--- config.mk ---
export PLATFORM = sky130hd
export DESIGN_NAME = ulpi_viewport_bridge
export DESIGN_NICKNAME = d
export VERILOG_FILES = /design/src/rtl/ulpi_vp_pkg.sv /design/src/rtl/ulpi_vp_regs.sv /design/src/rtl/ulpi_vp_seq.sv /design/src/rtl/ulpi_viewport_bridge.sv
export SDC_FILE = /design/constraint.sdc
export NUM_CORES = 1
export LEC_CHECK = 0
export CAP_MARGIN = 10
export CORE_MARGIN = 2
export CORE_UTILIZATION = 44
export CTS_CLUSTER_SIZE = 28
export DETAILED_ROUTE_END_ITERATION = 6
export PLACE_DENSITY = 0.81
export SKIP_CTS_REPAIR_TIMING = 1
export SYNTH_ARGS = -nofsm -noshare
export SYNTH_HDL_FRONTEND = slang
export SYNTH_SLANG_ARGS = --single-unit
--- constraint.sdc ---
create_clock -name clk_i -period 2.7 [get_ports clk_i]
set_input_delay 0.405 -clock clk_i [delete_from_list [all_inputs] [get_ports clk_i]]
set_output_delay 0.405 -clock clk_i [all_outputs]
set_load 0.02 [all_outputs]
--- src/rtl/ulpi_vp_pkg.sv ---
package ulpi_vp_pkg;
  localparam int unsigned VP_W      = 32;
  localparam int unsigned BYTE_W    = 8;
  localparam int unsigned PHY_ADR_W = 6;
  // viewport word bit positions
  localparam int unsigned VP_WU     = 31;
  localparam int unsigned VP_RUN    = 30;
  localparam int unsigned VP_WR     = 29;
  localparam int unsigned VP_SYNC   = 27;
  localparam int unsigned VP_ADR_LSB = 16;
  localparam int unsigned VP_RD_LSB  = 8;
  localparam int unsigned VP_WD_LSB  = 0;
  // transmit command prefixes
  localparam logic [1:0] TXC_REGWR = 2'b10;
  localparam logic [1:0] TXC_REGRD = 2'b11;

  typedef enum logic [2:0] {
    ST_IDLE, ST_WAKE, ST_CMD, ST_DATA, ST_STOP, ST_RTURN, ST_RCAP, ST_RWAIT
  } seq_state_e;

  typedef struct packed {
    logic              wr;
    logic [BYTE_W-1:0] addr;
    logic [BYTE_W-1:0] wdata;
  } xfer_req_t;
endpackage

--- src/rtl/ulpi_vp_regs.sv ---
module ulpi_vp_regs
  import ulpi_vp_pkg::*;
(
  input  logic              clk_i,
  input  logic              rst_ni,
  input  logic              we_i,
  input  logic [VP_W-1:0]   wdata_i,
  input  logic              xfer_done_i,
  input  logic              wake_done_i,
  input  logic              rd_valid_i,
  input  logic [BYTE_W-1:0] rd_byte_i,
  input  logic              sync_i,
  output logic              wu_o,
  output logic              run_o,
  output xfer_req_t         req_o,
  output logic [VP_W-1:0]   rdata_o
);
  logic              wu_q, run_q;
  xfer_req_t         req_q;
  logic [BYTE_W-1:0] rd_q;
  logic              accept;

  assign accept = we_i && !wu_q && !run_q;

  always_ff @(posedge clk_i or negedge rst_ni) begin
    if (!rst_ni) begin
      wu_q  <= 1'b0;
      run_q <= 1'b0;
      req_q <= '0;
      rd_q  <= '0;
    end else begin
      if (accept) begin
        wu_q       <= wdata_i[VP_WU];
        run_q      <= wdata_i[VP_RUN] & ~wdata_i[VP_WU];
        req_q.wr   <= wdata_i[VP_WR];
        req_q.addr <= wdata_i[VP_ADR_LSB +: BYTE_W];
        req_q.wdata <= wdata_i[VP_WD_LSB +: BYTE_W];
      end else begin
        if (wake_done_i) wu_q  <= 1'b0;
        if (xfer_done_i) run_q <= 1'b0;
      end
      if (rd_valid_i) rd_q <= rd_byte_i;
    end
  end

  always_comb begin
    rdata_o                          = '0;
    rdata_o[VP_WU]                   = wu_q;
    rdata_o[VP_RUN]                  = run_q;
    rdata_o[VP_WR]                   = req_q.wr;
    rdata_o[VP_SYNC]                 = sync_i;
    rdata_o[VP_ADR_LSB +: BYTE_W]    = req_q.addr;
    rdata_o[VP_RD_LSB +: BYTE_W]     = rd_q;
    rdata_o[VP_WD_LSB +: BYTE_W]     = req_q.wdata;
  end

  assign wu_o  = wu_q;
  assign run_o = run_q;
  assign req_o = req_q;
endmodule

--- src/rtl/ulpi_vp_seq.sv ---
module ulpi_vp_seq
  import ulpi_vp_pkg::*;
(
  input  logic              clk_i,
  input  logic              rst_ni,
  input  logic              wu_i,
  input  logic              run_i,
  input  xfer_req_t         req_i,
  input  logic              dir_i,
  input  logic              nxt_i,
  input  logic [BYTE_W-1:0] data_i,
  output logic [BYTE_W-1:0] data_o,
  output logic              oe_o,
  output logic              stp_o,
  output logic              xfer_done_o,
  output logic              wake_done_o,
  output logic              rd_valid_o,
  output logic [BYTE_W-1:0] rd_byte_o,
  output logic              sync_o
);
  seq_state_e        state_q, state_d;
  logic [BYTE_W-1:0] rd_q;
  logic              sync_q;
  logic              link_drives;
  logic [BYTE_W-PHY_ADR_W-1:0] unused_addr_hi;

  assign unused_addr_hi = req_i.addr[BYTE_W-1:PHY_ADR_W];

  always_comb begin
    state_d = state_q;
    unique case (state_q)
      ST_IDLE:  if (wu_i) state_d = ST_WAKE;
                else if (run_i && !dir_i) state_d = ST_CMD;
      ST_WAKE:  if (!dir_i) state_d = ST_IDLE;
      ST_CMD:   if (dir_i) state_d = ST_IDLE;            // PHY took the bus: retry later
                else if (nxt_i) state_d = req_i.wr ? ST_DATA : ST_RTURN;
      ST_DATA:  state_d = ST_STOP;
      ST_STOP:  state_d = ST_IDLE;
      ST_RTURN: if (dir_i) state_d = ST_RCAP;
      ST_RCAP:  state_d = ST_RWAIT;
      ST_RWAIT: if (!dir_i) state_d = ST_IDLE;
      default:  state_d = ST_IDLE;
    endcase
  end

  always_ff @(posedge clk_i or negedge rst_ni) begin
    if (!rst_ni) begin
      state_q <= ST_IDLE;
      rd_q    <= '0;
      sync_q  <= 1'b0;
    end else begin
      state_q <= state_d;
      if (state_q == ST_RCAP) rd_q <= data_i;
      if (!dir_i) sync_q <= 1'b1;
    end
  end

  assign link_drives = (state_q == ST_CMD) || (state_q == ST_DATA) || (state_q == ST_STOP);
  assign oe_o        = link_drives && !dir_i;

  always_comb begin
    data_o = '0;
    case (state_q)
      ST_CMD:  data_o = {(req_i.wr ? TXC_REGWR : TXC_REGRD), req_i.addr[PHY_ADR_W-1:0]};
      ST_DATA: data_o = req_i.wdata;
      default: data_o = '0;
    endcase
  end

  assign stp_o       = (state_q == ST_WAKE) || (state_q == ST_STOP);
  assign wake_done_o = (state_q == ST_WAKE) && !dir_i;
  assign rd_valid_o  = (state_q == ST_RWAIT) && !dir_i;
  assign xfer_done_o = (state_q == ST_STOP) || rd_valid_o;
  assign rd_byte_o   = rd_q;
  assign sync_o      = sync_q;
endmodule

--- src/rtl/ulpi_viewport_bridge.sv ---
module ulpi_viewport_bridge
  import ulpi_vp_pkg::*;
(
  input  logic              clk_i,
  input  logic              rst_ni,
  input  logic              reg_we_i,
  input  logic [VP_W-1:0]   reg_wdata_i,
  output logic [VP_W-1:0]   reg_rdata_o,
  input  logic              ulpi_dir_i,
  input  logic              ulpi_nxt_i,
  input  logic [BYTE_W-1:0] ulpi_data_i,
  output logic [BYTE_W-1:0] ulpi_data_o,
  output logic              ulpi_data_oe_o,
  output logic              ulpi_stp_o
);
  logic              wu, run, xfer_done, wake_done, rd_valid, sync;
  logic [BYTE_W-1:0] rd_byte;
  xfer_req_t         req;

  ulpi_vp_regs u_regs (
    .clk_i       (clk_i),
    .rst_ni      (rst_ni),
    .we_i        (reg_we_i),
    .wdata_i     (reg_wdata_i),
    .xfer_done_i (xfer_done),
    .wake_done_i (wake_done),
    .rd_valid_i  (rd_valid),
    .rd_byte_i   (rd_byte),
    .sync_i      (sync),
    .wu_o        (wu),
    .run_o       (run),
    .req_o       (req),
    .rdata_o     (reg_rdata_o)
  );

  ulpi_vp_seq u_seq (
    .clk_i       (clk_i),
    .rst_ni      (rst_ni),
    .wu_i        (wu),
    .run_i       (run),
    .req_i       (req),
    .dir_i       (ulpi_dir_i),
    .nxt_i       (ulpi_nxt_i),
    .data_i      (ulpi_data_i),
    .data_o      (ulpi_data_o),
    .oe_o        (ulpi_data_oe_o),
    .stp_o       (ulpi_stp_o),
    .xfer_done_o (xfer_done),
    .wake_done_o (wake_done),
    .rd_valid_o  (rd_valid),
    .rd_byte_o   (rd_byte),
    .sync_o      (sync)
  );
endmodule

==> results.toml, run 1 <==
[status]
outcome = "finished, final reports clean"

[clock_network]
clock_latency_ns = 0.27
clkTransAtPathRegs_ns = 0.07
cts.sinks = 39
cts_root_buf = "clkbuf_8"
cts_htree_levels = 2
numCtsBuffers = 5
cts.path.max_buffers = 2
cts_tree = "done"

[setup_path]
crit_chain = "nand2_1, a21oi_1, clkdlybuf4s50_1"
crit_end = "ulpi_data_o[7]"
crit_start = "u_seq.state_q[1]$_DFFE_PN0P_"
critPathCaptureType = "output port"
max_stage_delay_ns = 0.62
worstPathRequired_ns = 2.30
cp_slowest_cell = "clkdlybuf4s50_1"
critPathMaxFanout = 10
worstPathArrival_ns = 1.93
r2r-start = "u_seq.state_q[0]$_DFFE_PN0P_"
critPathLaunchType = "register"
r2r_cells = 4
ff2ff_setup_slack_ns = 1.16
timing.rr.end = "u_regs.rd_q[6]$_DFFE_PN0P_"
worstSetupPathType = "register to output port"

[sta]
rsz0062_at_grt = "no"
relSlewSlack_pct = 43.6
hold_violations = 0
final_max_slew_viol_count = 0
layout_min_cycle_time_ns = 2.34
setup_tns_ns = 0
setup_viol = 0
whs_ns = 0.225
fmax_ghz = 0.428
finClkSkew_ns = 0.00617
worst_pin_slew_ns = 0.846
fin_crit_sh_pct = 86.6

[floorplan]
core_um2 = 4030
fp.dieW_um = 69.0
ioPinCount = 87
fp.dieH_um = 69.0
die-area_um2 = 4760
initial_core_util_pct = 46.1
rows = 23

[grt]
overflow = 0
grt_pass1_vias = 1361
antenna_found_initial = 0
gr-usage-all-layers_pct = 17.1
grt_max_degree = 40
grt_pass1_wl_um = 6110

[synth]
synth_largest_area_cell = "dfrtp_1"
ys_warn_count = 0
avgSynthCellArea_um2 = 12.1
synth_top_area_share_pct = 52.6
synthArstFlopShare_pct = 100
ys_seq_area_share_pct = 52.6
synth_cell_type_count = 30
synth_edf_count = 0
synth_cells = 153
synth_ff_type = "dfrtp_1"
ys_seq_elements = 39
yosysMostFrequentCell = "dfrtp_1"
synth_area_um2 = 1860
synthTopCellsByCount = "dfrtp_1 (39), mux2_2 (33), nor2_1 (13)"
yosys-top-cells-area = "dfrtp_1 (53%), mux2_2 (20%), buf_4 (4.0%)"

[pwr]
leakage_uw = 0.00111
p_total_uw = 2980
irDropWorstVdd_mv = 0.604
power-per-cell-area_nw_per_um2 = 1130

[layout]
area_growth_pct = 41.6
drive_gt1_share_pct = 22.5
nets = 267
fin_area_um2 = 2630
fillCellCount = 343
antenna_cells = 0

[route]
via_per_inst = 4.99
dr.pass1.iters = 4
final_antenna_net_count = 0
drt_iter0_drc = 68
drc = 0
wl_um = 3730
vias = 1357
avgRoutedWirePerCell_um = 13.7

[placed_design]
dpl.hpwl_um = 2730
gp_congestion = 0.813
io_buffers = 69
placed_cell_area_um2 = 2540

[hold_path]
hold_path_class = "primary input to async pin"

[flow_run]
maxCapViolations = 0
==> worst max-delay path, delay by kind of cell (launching register included) <==
family | cells | cell delay [ns]
buffers and inverters | 1 | 0.62
flip-flops | 1 | 0.52
AO/OA/AOI/OAI | 1 | 0.20
AND/OR/NAND/NOR | 1 | 0.31
==> sequential cells by signal (all words and copies together) (netlist names) <==
name / cells
u_seq.rd_byte_o: 8
u_regs.wu_o: 1
u_regs.rd_q: 8
u_regs.rdata_o: 17
u_seq.sync_o: 1
u_regs.run_o: 1
u_seq.state_q: 3
==> cell families after synthesis <==
family / after synthesis / share of synthesized area [%]
AOI/OAI and AO/OA: 20 / 6.20
xor gates and xnor gates: 3 / 1.42
buffers and inverters: 20 / 7.08
DFF: 39 / 52.6
muxes: 39 / 23.2
other: 1 / 0.202
and+or+nand+nor: 31 / 9.30
==> layout make-up <==
type / instances / area [um2] / area share [%]
Clock buffer: 6 / 82.6 / 3.14
Tap cell: 50 / 62.6 / 2.38
Sequential cell: 39 / 976 / 37.1
Timing Repair Buffer: 74 / 723 / 27.5
Inverter: 5 / 18.8 / 0.714
Multi-Input combinational cell: 97 / 761 / 28.9
Clock inverter: 1 / 5.00 / 0.190
==> cells in the final DEF (no fill, tap or decap), drive strengths merged, types with 2 or more instances in the layout <==
master and instances:
xnor2 2, nor3b 3, nor3 2, conb 4
clkbuf 6, dfrtp 39, o21ai 8, mux2 33
nand2 5, clkdlybuf4s50 68, a21oi 7, mux2i 6
buf 6, inv 5, nor2 13, nand3 3
==> power breakdown <==
part	total, uW	internal (uW)	switching [uW]
sequential	1020	846	176
combinational	1570	818	756
clock	379	200	179
total	2980	1860	1110
==> worst min-delay path by stage <==
stage                                  to                      from  slack, ns
6_report       u_regs.rd_q[3]$_DFFE_PN0P_                    rst_ni       0.23
5_1_grt        u_regs.rd_q[3]$_DFFE_PN0P_                    rst_ni       0.30
4_1_cts        u_regs.rd_q[3]$_DFFE_PN0P_                    rst_ni       0.26
3_5_place_dp     u_seq.sync_o$_DFFE_PN0N_  u_seq.sync_o$_DFFE_PN0N_       0.45
3_3_place_gp     u_seq.sync_o$_DFFE_PN0N_  u_seq.sync_o$_DFFE_PN0N_       0.46
2_1_floorplan  u_regs.rd_q[0]$_DFFE_PN0P_                    rst_ni       0.11
==> per-stage QoR <==
step | cells | setup WS (ns) | utilization, %
2_1_floorplan | 156 | 1.01 | -
3_3_place_gp | 265 | 0.633 | 63.1
3_5_place_dp | 265 | 0.653 | 63.1
4_1_cts | 272 | 0.330 | 65.2
5_1_grt | 272 | 0.188 | 65.2
6_report | 272 | 0.361 | 65.2
==> per-layer routing <==
layer  wire (um)  vias up  part of all wire [%]  global-route usage [%]
met2        1960       40                    53                    30.2
met4          27        0                  0.72                    5.15
met5           0        -                     0                       0
li1            -      654                     -                       -
met1        1530      661                    41                    20.4
met3         212        2                   5.7                    4.55
(Power assumes the default switching activity.)
==> run 2, diff against run 1 <==
- CORE_MARGIN: 2 -> not set
==> run 2 against run 1 <==
Net effect: worst setup slack improved by 0.063 ns; power increased by 1.4%; wire length decreased by 0.35%; via count increased by 0.74%; fmax increased by 2.8%; utilization increased by 0.12 points; final area increased by 0.19%; sequential power about the same; critical path depth unchanged; non-clock buffer count decreased by 1; clock-buffer cell count increased by 2; sequential share of layout area decreased by 0.071 points; critical path type unchanged; highest routed layer unchanged.
==> results.toml, run 2 (synthesis gave the netlist of run 1 again) <==
[setup_path]
worstSetupPathType = "register to output port"
critPathCaptureType = "output port"
crit_chain = "nand2_1, a21oi_1, clkdlybuf4s50_1"
worstPathArrival_ns = 1.87
worstPathRequired_ns = 2.30
r2r-start = "u_seq.state_q[0]$_DFFE_PN0P_"
path_delay_family = "buffers and inverters"
critPathMaxFanout = 10
r2r_cells = 4
cp_slowest_cell = "clkdlybuf4s50_1"
critPathLaunchType = "register"
ff2ff_setup_slack_ns = 1.16
timing.rr.end = "u_regs.rd_q[3]$_DFFE_PN0P_"
path_buf_inv = 1
max_stage_delay_ns = 0.63

[sta]
setup_tns_ns = 0
fin_crit_sh_pct = 84.3
final_max_slew_viol_count = 0
layout_min_cycle_time_ns = 2.28
fmax_ghz = 0.440
relSlewSlack_pct = 43.0
setup_viol = 0
finClkSkew_ns = 0.00370
worst_pin_slew_ns = 0.855
hold_violations = 0
rsz0062_at_grt = "no"

[clock_network]
cts.path.max_buffers = 2
numCtsBuffers = 5
cts_tree = "done"
clock_latency_ns = 0.28
cts_htree_levels = 2
cts_root_buf = "clkbuf_8"
clkTransAtPathRegs_ns = 0.07
cts.sinks = 39

[grt]
antenna_found_initial = 0
grt_max_degree = 40
grt_pass1_vias = 1255
overflow = 0
grt_pass1_wl_um = 5860
gr-usage-all-layers_pct = 17.6

[flow_run]
maxCapViolations = 0

[layout]
mostFrequentLayoutCell = "clkdlybuf4s50_1"
area_growth_pct = 41.8
largest_register_ffs = 17
nets = 266
layout_common_cells = "clkdlybuf4s50_1 (68), dfrtp_1 (39), mux2_2 (33)"
fin_cells = 272
drive_gt1_share_pct = 22.1
fin_area_um2 = 2630
antenna_cells = 0

[pwr]
power-per-cell-area_nw_per_um2 = 1150
irDropWorstVdd_mv = 0.656
power.internal_uw = 1900
pwr-share-clk_pct = 13.9
power_frac_seq_pct = 34.0
switching_power_uw = 1120
pwr-share-comb_pct = 52.1
power.switching_fraction_pct = 37.2
leakage_uw = 0.00111

[hold_path]
hold_path_class = "primary input to async pin"

[floorplan]
core_um2 = 4030
fp.dieW_um = 67.0
initial_core_util_pct = 46.1
fp.dieH_um = 67.0
rows = 23
die-area_um2 = 4480
ioPinCount = 87

[route]
drc = 0
dr.pass1.iters = 4
vias = 1367
via_per_inst = 5.03
avgRoutedWirePerCell_um = 13.7
wl_um = 3720
drt_iter0_drc = 55
final_antenna_net_count = 0

[placed_design]
dp.cells = 264
dpl.hpwl_um = 2580
placed_cell_area_um2 = 2530
gp_congestion = 0.761
io_buffers = 69

[status]
outcome = "finished, final reports clean"
==> run 2: cell count changes in the layout (fill, tap and decap cells not counted) <==
| cell | delta |
|---|---|
| buf_4 | -1 |
| clkbuf_8 | +1 |
| clkbuf_1 | +1 |
| clkinv_2 | -1 |
==> run 2: cell type report <==
type                            count  area [um2]
Timing Repair Buffer               73         716
Sequential cell                    39         976
Tap cell                           50        62.6
Multi-Input combinational cell     97         761
Clock buffer                        8         100
Fill cell                         348        1400
Inverter                            5        18.8
==> run 2: power by group through the flow <==
| stage | Sequential, uW | Clock, uW | Combinational (uW) |
|---|---|---|---|
| after floorplan | 1200 | 0 | 806 |
| after global placement | 1020 | 0 | 1560 |
| after detailed placement | 1040 | 0 | 1580 |
| after CTS | 1030 | 436 | 1590 |
| after global routing | 1060 | 455 | 1690 |
| final | 1030 | 419 | 1570 |
==> run 2: worst max path at each step <==
stage / start / end / slack [ns] / cells after the start
finish: u_seq.state_q[1]$_DFFE_PN0P_ / ulpi_data_o[7] / 0.42 / 3
global route: u_seq.state_q[2]$_DFFE_PN0P_ / ulpi_data_o[7] / 0.29 / 4
CTS: u_seq.state_q[2]$_DFFE_PN0P_ / ulpi_data_o[7] / 0.38 / 4
detailed placement: ulpi_dir_i / ulpi_data_oe_o / 0.48 / 3
global placement: ulpi_dir_i / ulpi_data_oe_o / 0.49 / 3
floorplan: u_seq.state_q[1]$_DFFE_PN0P_ / ulpi_data_oe_o / 1.01 / 4
==> run 2: layer usage <==
layer	share of wire, %	routed length (um)	up-vias	global-route usage [%]
met2	51	1880	37	28.7
met3	4.6	170	5	3.60
met1	44	1620	672	22.6
li1	-	-	653	-
met4	1.2	44	0	7.18
met5	0	0	-	0
==> run 2: through the flow <==
step                hold WS (ns)  setup slack [ns]  utilization (%)  total power (uW)
finish                     0.228             0.425             65.4              3020
global route               0.291             0.294             65.4              3210
CTS                        0.261             0.379             65.4              3060
detailed placement         0.460             0.483             62.9              2620
global placement           0.456             0.486             62.9              2590
floorplan                  0.109              1.01                -              2010
==> run 3, diff against run 2 <==
- CORE_UTILIZATION: 44 -> 37
- PLACE_DENSITY: 0.81 -> 0.72
- clock period: 2.7 -> 1.9 ns (I/O delays scaled with it)
==> run 3 against run 2 <==
Net effect: final area rose by 4.1%; first-iteration DRC count rose by 27%; final cell count rose by 8.5%; sequential share of layout area fell by 1.5 points; sequential cell count did not move; hold slack improved by 0.20 ns; power rose by 44%; combinational power rose by 46%; clock power rose by 42%; non-clock buffer count rose by 6; global-route usage fell by 1.6 points; largest power group unchanged.
==> results.toml, run 3 (synthesis gave the netlist of run 1 again) <==
[layout]
layout_common_cells = "clkdlybuf4s50_1 (58), dfrtp_1 (39), mux2_2 (33)"
fin_area_um2 = 2740
nets = 272
antenna_cells = 0
post-route-util_pct = 57.3
drive_gt1_share_pct = 24.1
mostFrequentLayoutCell = "clkdlybuf4s50_1"
area_growth_pct = 47.7
largest_register_ffs = 17
fillCellCount = 430

[floorplan]
fp.dieW_um = 72.8
die-area_um2 = 5310
ioPinCount = 87
rows = 25
fp.dieH_um = 72.8
initial_core_util_pct = 38.8
core_um2 = 4790

[route]
dr.pass1.iters = 5
drt_iter0_drc = 70
drc = 0
wl_um = 3830
final_antenna_net_count = 0
vias = 1384
avgRoutedWirePerCell_um = 13.0
via_per_inst = 4.69

[clock_network]
cts.path.max_buffers = 2
clkTransAtPathRegs_ns = 0.07
cts.sinks = 39
cts_tree = "done"
clock_latency_ns = 0.28
cts_htree_levels = 2
numCtsBuffers = 5
cts_root_buf = "clkbuf_8"

[setup_path]
max_stage_delay_ns = 0.37
path_delay_family = "simple AND/OR/NAND/NOR gates"
crit_chain = "inv_1, or3_1, a21oi_1, dlymetal6s2s_1"
worstSetupPathType = "register to output port"
critPathMaxFanout = 4
worstPathArrival_ns = 1.47
worstPathRequired_ns = 1.62
path_buf_inv = 2
critPathLaunchType = "register"
cp_slowest_cell = "or3_1"
critPathCaptureType = "output port"

[pwr]
irDropWorstVdd_mv = 0.864
power-per-cell-area_nw_per_um2 = 1580
leakage_uw = 0.00131
p_total_uw = 4340

[sta]
setup_viol = 0
finClkSkew_ns = 0.00310
rsz0062_at_grt = "no"
fin_crit_sh_pct = 92.2
hold_violations = 0
whs_ns = 0.426
layout_min_cycle_time_ns = 1.75
fmax_ghz = 0.571
final_max_slew_viol_count = 0
setup_slack_ns = 0.148

[placed_design]
pre_cts_ws_ns = 0.0370
dpl.hpwl_um = 2790
placed_cell_area_um2 = 2610
gp_congestion = 0.807
io_buffers = 69

[status]
outcome = "finished, final reports clean"

[grt]
grtUsageMet2_pct = 25.6
use_met1_pct = 19.4
antenna_found_initial = 0
busiest_layer = "met2"
overflow = 0
grt_max_degree = 21
grt_pass1_vias = 1388
grt.met3_usage_pct = 6.91
gr-usage-all-layers_pct = 16.0
grt_pass1_wl_um = 6400

[flow_run]
maxCapViolations = 0

[hold_path]
hold_path_class = "primary input to async pin"
==> run 3: path summary, 6_finish.rpt <==
kind                                              startpoint                             end  slack [ns]  cells after the start
worst min-delay path                                  rst_ni  u_seq.rd_byte_o[6]$_DFFE_PN0P_        0.43                      2
min in group clk_i                  u_seq.sync_o$_DFFE_PN0N_        u_seq.sync_o$_DFFE_PN0N_        0.47                      1
worst max register to register  u_seq.state_q[0]$_DFFE_PN0P_      u_regs.rd_q[2]$_DFFE_PN0P_        0.23                      5
max in group asynchronous                             rst_ni   u_regs.rdata_o[2]$_DFFE_PN0P_        0.97                      3
worst min register to register      u_seq.sync_o$_DFFE_PN0N_        u_seq.sync_o$_DFFE_PN0N_        0.47                      1
worst max-delay path            u_seq.state_q[2]$_DFFE_PN0P_                  ulpi_data_oe_o        0.15                      4
==> run 3: area by class of cell <==
class	instances	area, um2	share of cell area [%]
clock buffers	8	100	3.65
inverters	5	18.8	0.684
multi-input cells	97	763	27.8
flip-flops and latches	39	976	35.6
well taps	67	83.8	3.06
repair buffers	79	801	29.2
==> run 3: metrics by stage <==
| stage | instances | TNS [ns] |
|---|---|---|
| after floorplan | 156 | 0 |
| after detailed placement | 286 | 0 |
| final | 295 | 0 |
| after global routing | 295 | 0 |
| after global placement | 286 | 0 |
| after CTS | 294 | -2.44 |
==> run 3: power breakdown <==
| part | leakage [uW] | internal, uW | switching, uW |
|---|---|---|---|
| combinational | 0.000783 | 1190 | 1100 |
| sequential | 0.000473 | 1200 | 247 |
| clock | 0.0000515 | 331 | 266 |
| total | 0.00131 | 2730 | 1610 |
==> run 3: worst reg2reg max path, stage by stage, from the launching register on <==
cell and delay (ns):
dfrtp_1 0.37, buf_4 0.19, buf_4 0.18, and2b_2 0.23, nand3_2 0.21, mux2_2 0.37
==> run 3: routing by layer <==
metal,vias to the layer above,part of all wire [%]
met5,-,0
met4,0,0.37
met3,2,8.6
met2,43,49
met1,675,42
li1,664,-
